### config.mk
export PLATFORM = sky130hd
export DESIGN_NAME = spi_hold_master
export DESIGN_NICKNAME = d
export VERILOG_FILES = /design/src/rtl/spi_hold_pkg.sv /design/src/rtl/spi_hold_div.sv /design/src/rtl/spi_hold_shreg.sv /design/src/rtl/spi_hold_master.sv
export SDC_FILE = /design/constraint.sdc
export NUM_CORES = 1
export LEC_CHECK = 0
export BUFFER_PORTS_ARGS = -buffer_cell sky130_fd_sc_hd__buf_2
export CORE_ASPECT_RATIO = 1.2
export CORE_MARGIN = 2
export CORE_UTILIZATION = 40
export CTS_CLUSTER_DIAMETER = 30
export DETAILED_ROUTE_END_ITERATION = 7
export PLACE_DENSITY = 0.66
export SLEW_MARGIN = 10
export SYNTH_ARGS = -nofsm -noshare
export SYNTH_HDL_FRONTEND = slang
export SYNTH_HIERARCHICAL = 1
export SYNTH_SLANG_ARGS = --single-unit
### constraint.sdc
create_clock -name clk -period 2.9 [get_ports clk]
set_input_delay 0.58 -clock clk [delete_from_list [all_inputs] [get_ports clk]]
set_output_delay 0.58 -clock clk [all_outputs]
set_load 0.02 [all_outputs]
### src/rtl/spi_hold_pkg.sv
`timescale 1ns/1ps
package spi_hold_pkg;
  localparam int CMD_W    = 32;
  localparam int CHAR_W   = 16;
  localparam int HOLD_POS = 16;
  localparam int DLY_POS  = 17;

  typedef enum logic [1:0] {
    ST_IDLE  = 2'd0,
    ST_SHIFT = 2'd1,
    ST_PARK  = 2'd2,
    ST_GAP   = 2'd3
  } xfer_st_e;
endpackage

### src/rtl/spi_hold_div.sv
`timescale 1ns/1ps
// SCLK generator: low half first, then high half; odd ratios keep 50% duty
module spi_hold_div #(
  parameter int PW = 8
) (
  input  logic          clk,
  input  logic          rst_n,
  input  logic          run,
  input  logic [PW-1:0] div_m1,
  output logic          sclk,
  output logic          rise_stb,
  output logic          fall_stb
);
  localparam int CW = PW + 1;

  logic [CW-1:0] n_full, low_len;
  logic [PW-1:0] cnt_q, cnt_d;
  logic          raw_q, raw_d, raw_fq;

  assign n_full  = {1'b0, div_m1} + CW'(1);
  assign low_len = n_full >> 1;

  // last clock of the low half: SCLK rises at the following edge
  assign rise_stb = run && ({1'b0, cnt_q} == (low_len - CW'(1)));
  // last clock of the period: SCLK falls at the following edge
  assign fall_stb = run && (cnt_q == div_m1);

  always_comb begin
    cnt_d = cnt_q;
    if (!run || fall_stb) cnt_d = '0;
    else                  cnt_d = cnt_q + PW'(1);
    raw_d = run && ({1'b0, cnt_d} >= low_len);
  end

  always_ff @(posedge clk or negedge rst_n) begin
    if (!rst_n) begin
      cnt_q <= '0;
      raw_q <= 1'b0;
    end else begin
      cnt_q <= cnt_d;
      raw_q <= raw_d;
    end
  end

  // half-cycle delayed copy trims the high half of odd ratios by half a clock
  always_ff @(negedge clk or negedge rst_n) begin
    if (!rst_n) raw_fq <= 1'b0;
    else        raw_fq <= raw_q;
  end

  assign sclk = div_m1[0] ? raw_q : (raw_q & raw_fq);

  a_r2_strobes_apart: assert property (@(posedge clk) disable iff (!rst_n)
    rise_stb |-> !fall_stb);
  a_r2_high_follows_rise: assert property (@(posedge clk) disable iff (!rst_n)
    rise_stb |=> raw_q);
endmodule

### src/rtl/spi_hold_shreg.sv
`timescale 1ns/1ps
// Single shift register: MSB drives MOSI, captured MISO enters at the LSB
module spi_hold_shreg #(
  parameter int DW = 16
) (
  input  logic          clk,
  input  logic          rst_n,
  input  logic          load,
  input  logic [DW-1:0] load_data,
  input  logic          rise_stb,
  input  logic          fall_stb,
  input  logic          miso,
  output logic          mosi,
  output logic [DW-1:0] rx_word
);
  logic [DW-1:0] sh_q, sh_d;
  logic          smp_q, smp_d;

  always_comb begin
    sh_d  = sh_q;
    smp_d = smp_q;
    if (rise_stb) smp_d = miso;
    if (load)          sh_d = load_data;
    else if (fall_stb) sh_d = {sh_q[DW-2:0], smp_q};
  end

  always_ff @(posedge clk or negedge rst_n) begin
    if (!rst_n) begin
      sh_q  <= '0;
      smp_q <= 1'b0;
    end else begin
      sh_q  <= sh_d;
      smp_q <= smp_d;
    end
  end

  assign mosi    = sh_q[DW-1];
  assign rx_word = {sh_q[DW-2:0], smp_q};
endmodule

### src/rtl/spi_hold_master.sv
`timescale 1ns/1ps
module spi_hold_master
  import spi_hold_pkg::*;
#(
  parameter int PRESC_W = 8,
  parameter int GAP_CYC = 4
) (
  input  logic                clk,
  input  logic                rst_n,
  input  logic [PRESC_W-1:0]  prescale,
  input  logic                cmd_valid,
  output logic                cmd_ready,
  input  logic [CMD_W-1:0]    cmd_data,
  output logic                rx_valid,
  output logic [CHAR_W-1:0]   rx_data,
  output logic                busy,
  output logic                sclk,
  output logic                mosi,
  input  logic                miso,
  output logic                cs_n
);
  localparam int BW = $clog2(CHAR_W);
  localparam int GW = (GAP_CYC > 1) ? $clog2(GAP_CYC) : 1;

  // reset: asserted at once, released on the clock
  logic [1:0] rs_q;
  logic       rst_n_i;
  always_ff @(posedge clk or negedge rst_n) begin
    if (!rst_n) rs_q <= 2'b00;
    else        rs_q <= {rs_q[0], 1'b1};
  end
  assign rst_n_i = rs_q[1];

  xfer_st_e          st_q, st_d;
  logic [BW-1:0]     bit_q, bit_d;
  logic [GW-1:0]     gap_q, gap_d;
  logic              hold_q, hold_d, dly_q, dly_d;
  logic              cs_n_q, cs_n_d;
  logic              rxv_q;
  logic [CHAR_W-1:0] rxd_q;
  logic              run, rise_stb, fall_stb, last_bit, word_done, accept, load;
  logic [CHAR_W-1:0] rx_word;
  logic              ctrl_unused;

  assign ctrl_unused = ^cmd_data[CMD_W-1:DLY_POS+1];

  spi_hold_div #(.PW(PRESC_W)) u_div (
    .clk(clk), .rst_n(rst_n_i), .run(run), .div_m1(prescale),
    .sclk(sclk), .rise_stb(rise_stb), .fall_stb(fall_stb)
  );

  spi_hold_shreg #(.DW(CHAR_W)) u_sh (
    .clk(clk), .rst_n(rst_n_i), .load(load), .load_data(cmd_data[CHAR_W-1:0]),
    .rise_stb(rise_stb), .fall_stb(fall_stb), .miso(miso),
    .mosi(mosi), .rx_word(rx_word)
  );

  assign run       = (st_q == ST_SHIFT);
  assign last_bit  = (bit_q == BW'(CHAR_W-1));
  assign word_done = run && fall_stb && last_bit;
  assign cmd_ready = (st_q == ST_IDLE) || (st_q == ST_PARK) ||
                     (word_done && hold_q && !dly_q);
  assign accept    = cmd_valid && cmd_ready;

  always_comb begin
    st_d   = st_q;
    bit_d  = bit_q;
    gap_d  = gap_q;
    hold_d = hold_q;
    dly_d  = dly_q;
    load   = 1'b0;
    case (st_q)
      ST_IDLE, ST_PARK: begin
        if (accept) begin
          st_d = ST_SHIFT;
          load = 1'b1;
        end
      end
      ST_SHIFT: begin
        if (fall_stb) begin
          if (last_bit) begin
            bit_d = '0;
            if (accept) load = 1'b1;
            else if (dly_q) begin
              st_d  = ST_GAP;
              gap_d = '0;
            end
            else if (hold_q) st_d = ST_PARK;
            else             st_d = ST_IDLE;
          end else begin
            bit_d = bit_q + BW'(1);
          end
        end
      end
      ST_GAP: begin
        if (gap_q == GW'(GAP_CYC-1)) st_d = ST_IDLE;
        else                         gap_d = gap_q + GW'(1);
      end
      default: st_d = ST_IDLE;
    endcase
    if (load) begin
      hold_d = cmd_data[HOLD_POS];
      dly_d  = cmd_data[DLY_POS];
    end
    cs_n_d = !((st_d == ST_SHIFT) || (st_d == ST_PARK));
  end

  always_ff @(posedge clk or negedge rst_n_i) begin
    if (!rst_n_i) begin
      st_q   <= ST_IDLE;
      bit_q  <= '0;
      gap_q  <= '0;
      hold_q <= 1'b0;
      dly_q  <= 1'b0;
      cs_n_q <= 1'b1;
      rxv_q  <= 1'b0;
      rxd_q  <= '0;
    end else begin
      st_q   <= st_d;
      bit_q  <= bit_d;
      gap_q  <= gap_d;
      hold_q <= hold_d;
      dly_q  <= dly_d;
      cs_n_q <= cs_n_d;
      rxv_q  <= word_done;
      if (word_done) rxd_q <= rx_word;
    end
  end

  assign cs_n     = cs_n_q;
  assign rx_valid = rxv_q;
  assign rx_data  = rxd_q;
  assign busy     = (st_q != ST_IDLE);

  // a parked frame keeps CS low and SCLK quiet
  a_r6_park_quiet: assert property (@(posedge clk) disable iff (!rst_n_i)
    (st_q == ST_PARK) |-> (!cs_n_q && !sclk));
  // CS only rises at the edge that ends a word
  a_r7_cs_rise_at_word_end: assert property (@(posedge clk) disable iff (!rst_n_i)
    $rose(cs_n_q) |-> $past(word_done));
  // during the delay gap CS is high and no word is taken
  a_r8_gap_closed: assert property (@(posedge clk) disable iff (!rst_n_i)
    (st_q == ST_GAP) |-> (cs_n_q && !cmd_ready));
  // received-word strobe is a single clock wide
  a_r4_rx_single_pulse: assert property (@(posedge clk) disable iff (!rst_n_i)
    rxv_q |=> !rxv_q);
  // a frame opens with SCLK in its idle level
  a_r2_open_low: assert property (@(posedge clk) disable iff (!rst_n_i)
    $fell(cs_n_q) |-> !sclk);
endmodule

; Yosys cells after proc, flatten, opt, wreduce, memory -nomap -nowiden
; Index checks and enable logic that the tools add are counted.
[word_totals]
ff_bits = 57
in_bits = 44
out_inout_bits = 22
elab_cells = 80
[classes]
add_sub_neg = 5
order_cmp = 1
eq_ne = 14
n_mux = 23
bitwise_logic = 1
n_reduce_logical = 22
[ops]
columns = operator, count
row1 = 16-bit 2-to-1 mux, 2
row2 = 2-bit 2-to-1 mux, 12
row3 = "8-bit by 1-bit adder with 9-bit output, second input constant", 1
row4 = 8-bit by 9-bit == test with 1-bit output, 1
row5 = "8-bit by 1-bit subtractor with 9-bit output, second input constant", 1
row6 = "8-bit by 1-bit adder with 8-bit output, second input constant", 1
row7 = "2-bit == test, second input constant", 4
row8 = 8-bit == test, 1
row9 = 8-bit >= comparator, 1
row10 = 1-bit logical AND, 8
row11 = 8-bit 2-to-1 mux, 1
row12 = "2-bit != test, second input constant", 3
row13 = 2-bit case mux with 3 select lines, 1
row14 = 6-bit AND reduction, 1
row15 = 2-bit nonzero test, 3
row16 = "4-bit by 1-bit adder with 4-bit output, second input constant", 1
row17 = "2-bit by 1-bit == test with 1-bit output, second input constant", 2
row18 = "4-bit == test, second input constant", 1
row19 = 1-bit logical OR, 4
row20 = 1-bit 2-to-1 mux, 4
row21 = 4-bit 2-to-1 mux, 1
row22 = "2-bit by 1-bit != test with 1-bit output, second input constant", 2
row23 = 2-bit case mux with 2 select lines, 1
row24 = 1-bit logical NOT, 3
row25 = other kinds (6), 6

; Longest topological paths before layout
[depth]
word_depth = 15
mapped_depth = 15

; Cells and area by module
; The synthesis kept the hierarchy.
[by_module_without_submodules]
columns = module, n_inst, cells_each, area_per_inst_um2, seq_area_each_um2
row1 = spi_hold_master, 1, 90, 1257.5, 752.0
row2 = spi_hold_div, 1, 138, 1223.7, 250.2
row3 = spi_hold_shreg, 1, 72, 788.3, 425.4

==> results.py <==
metrics = {
    "global_routing": {
        "grt_max_degree": 55,
        "grt_pass1_wl_mm": 11.01,
        "grt_antenna_before_repair": 0,
        "overflow": 0,
        "grt_pass1_vias": 2390,
        "track_usage_pct": 15.82,
    },
    "layout": {
        "nNetsFinal": 428,
        "fin_area_mm2": 0.003909,
        "drive_gt1_share_pct": 30.85,
        "syn_to_final_growth_pct": 19.56,
        "register_area_mm2": 0.001429,
        "num_antenna_cells": 0,
        "multi_input_area_mm2": 0.001674,
        "nFillCells": 770,
    },
    "sta": {
        "finalSetupViolations": 1,
        "hold_viol_final": 0,
        "drv_slew": 0,
        "fin_ws_ns": -0.07506,
        "tightest_slew_ns": 0.6753,
        "fin_tns_setup_ns": -0.07506,
        "clock_skew_ns": 0.01017,
        "relSlewSlack_pct": 54.98,
        "rsz0062_at_grt": "yes",
    },
    "setup_path": {
        "r2r_slack_ns": 0.33,
        "critical_path_arrival_ns": 2.40,
        "slowest_stage": "dfrtn_1",
        "ff2ff_path_depth": 15,
        "reg2reg_from": "u_div/cnt_q[5]$_DFF_PN0_",
        "start_kind": "register",
        "setup.worst_path.class": "register to output port",
        "path_max_fanout": 1,
        "worstPathCellList": "o21a_1 > buf_6",
        "cp.required_ns": 2.32,
        "slowest_delay_ns": 0.33,
        "critPathCaptureType": "output port",
        "r2r_end": "u_div/raw_q$_DFF_PN0_",
    },
    "yosys": {
        "async_reset_ff_share_pct": 100.0,
        "ys_types": 56,
        "synth_top_cell_by_area": "dfrtp_1",
        "yosys.area_share.xor_xnor_pct": 10.37,
        "synth-simple-area-share_pct": 13.36,
        "synthAdderAreaFrac_pct": 4.975,
        "synthesis.area_mm2": 0.003269,
        "yosys-top-cells-count": "55 x dfrtp_1, 27 x nand2_1, 18 x xnor2_1",
        "yosys.cell_count.top_type": "dfrtp_1",
        "syn-num-nets": 357,
        "synth-edff-count": 0,
        "synth_top_family_by_area": "simple AND/OR/NAND/NOR gates",
        "synth_mux_area_share_pct": 12.44,
        "syn_area_per_cell_um2": 10.90,
        "synth-compound-area-share_pct": 9.759,
        "synthTopCellsByArea": "dfrtp_1 42%, mux2_1 5.9%, mux2i_1 5.2%",
        "synth_top_area_share_pct": 42.10,
        "ys_seq_area_share_pct": 43.67,
        "syn_inst": 300,
        "yosys_warnings": 6,
        "synth_flop_cell": "dfrtp_1",
        "ys_ff_latch": 57,
    },
    "detailed_routing": {
        "drc": 0,
        "routedWlPerCell_um": 13.66,
        "via_count": 2357,
        "ant_nets": 0,
        "routed_wl_mm": 6.432,
        "dr.first_iter.drc_count": 55,
        "drtPass1Iterations": 4,
        "avgViaCountPerCell": 5.004,
    },
    "clocking": {
        "cts.clk_slew.worst_paths_ns": 0.06,
        "holdBufCountCts": 0,
        "cts.sinks": 57,
        "cts.htree.levels": 3,
        "cts_tree": "yes",
        "post_cts_buffers": 0,
        "cts_made_buffers": 9,
        "clk_root_buffer_cell": "clkbuf_8",
        "clock_latency_ns": 0.32,
        "clk_path_buf_depth": 2,
    },
    "die": {
        "rows": 36,
        "initial_core_util_pct": 40.78,
        "fp.dieW_um": 86.53,
        "dieArea_mm2": 0.008916,
        "io_pins": 66,
        "fp.dieH_um": 103.0,
        "core_area_mm2": 0.008018,
    },
    "placement": {
        "gp_congestion": 0.8279,
        "post_dp_cell_area_mm2": 0.003709,
        "port_buffers": 51,
        "hpwl_mm": 4.978,
    },
    "power_and_ir_drop": {
        "finalPower_mw": 2.742,
        "ir_drop_uv": 253.9,
        "power.leakage_nw": 1.896,
        "power_density_mw_per_mm2": 701.4,
    },
    "flow_run": {
        "drv_cap": 0,
    },
    "hold_path": {
        "hp-class": "input pin to asynchronous set/reset pin",
    },
    "run_status": {
        "outcome": "complete, but fails checks",
        "violations": "setup timing",
    },
}
[per-stage QoR]
| step | hold slack [ns] | worst slack, ns | instances | util (%) |
|---|---|---|---|---|
| after floorplan | 0.2844 | 0.2018 | 300 | - |
| after global placement | 0.3381 | 0.02044 | 455 | 46.25 |
| after detailed placement | 0.3346 | 0.006194 | 455 | 46.25 |
| after CTS | 0.01206 | -0.08796 | 471 | 48.67 |
| after global routing | 0.004589 | -0.1067 | 471 | 48.75 |
| final | 0.02786 | -0.07506 | 471 | 48.75 |
[worst max-delay path, delay by kind of cell, from the launching register on]
family          cells  cell delay [ns]
flops               1             0.33
buf+inv             1             0.13
compound gates      1             0.18
[cell type report]
type / count / area share, %
Clock buffer: 11 / 3.361
Clock inverter: 5 / 1.440
Inverter: 8 / 0.7682
Multi-Input combinational cell: 218 / 42.83
Sequential cell: 57 / 36.56
Tap cell: 95 / 3.041
Timing Repair Buffer: 77 / 12.00
[what timing repair did]
| action | CTS | global route |
|---|---|---|
| setup endpoints to repair | 1 | 3 |
| resized for setup | 2 | 1 |
| gates cloned | 0 | 0 |
| endpoints found under the hold margin | 0 | 0 |
[power breakdown]
| group | leakage [nW] | internal (mW) | total (mW) | switching (mW) |
|---|---|---|---|---|
| Combinational | 1.07 | 0.450 | 0.900 | 0.450 |
| Sequential | 0.735 | 0.986 | 1.15 | 0.162 |
| Clock | 0.0933 | 0.395 | 0.693 | 0.298 |
| Total | 1.90 | 1.83 | 2.74 | 0.910 |
[registers in the layout, indices dropped and copies added (netlist names)]
name          flops
gap_q             2
rx_valid          1
u_sh/sh_q        16
u_div/raw_fq      1
u_div/raw_q       1
rx_data          16
u_sh/smp_q        1
bit_q             4
rs_q              2
u_div/cnt_q       8
cs_n              1
st_q              2
dly_q             1
hold_q            1
[cells by family after synthesis]
| group | after synthesis |
|---|---|
| multiplexers | 38 |
| flip-flops | 57 |
| other | 1 |
| AO/OA/AOI/OAI | 46 |
| adder cells (fa/ha/maj) | 13 |
| AND/OR/NAND/NOR | 83 |
| XOR/XNOR | 37 |
| buffers and inverters | 25 |
[cell usage in the layout (no fill, tap or decap), types with 13 or more instances in the layout]
cell	instances
dfrtp_1	54
buf_2	50
nor2_1	15
xor2_1	17
mux2_1	17
buf_4	25
xnor2_1	18
ha_1	13
mux2i_1	17
nand2_1	27
[layer usage]
| layer | up-vias | track usage, % | routed length, um | share of wire [%] |
|---|---|---|---|---|
| met2 | 40 | 28.17 | 3336 | 52 |
| met3 | 5 | 3.203 | 214 | 3.3 |
| met4 | 0 | 6.130 | 91 | 1.4 |
| met5 | - | 0 | 0 | 0 |
| met1 | 1125 | 18.71 | 2789 | 43 |
| li1 | 1187 | - | - | - |
[how the worst max path moves through the flow]
stage	startpoint	to	slack, ns	cells after the start
after floorplan	prescale[5]	u_div/raw_q$_DFF_PN0_	0.20	15
after global placement	prescale[1]	u_div/raw_q$_DFF_PN0_	0.02	15
after detailed placement	prescale[1]	u_div/raw_q$_DFF_PN0_	0.006	15
after CTS	u_div/raw_fq$_DFF_NN0_	sclk	-0.09	2
after global routing	u_div/raw_fq$_DFF_NN0_	sclk	-0.11	2
final	u_div/raw_fq$_DFF_NN0_	sclk	-0.08	2
Note: power is estimated with default switching activity, not from simulation.
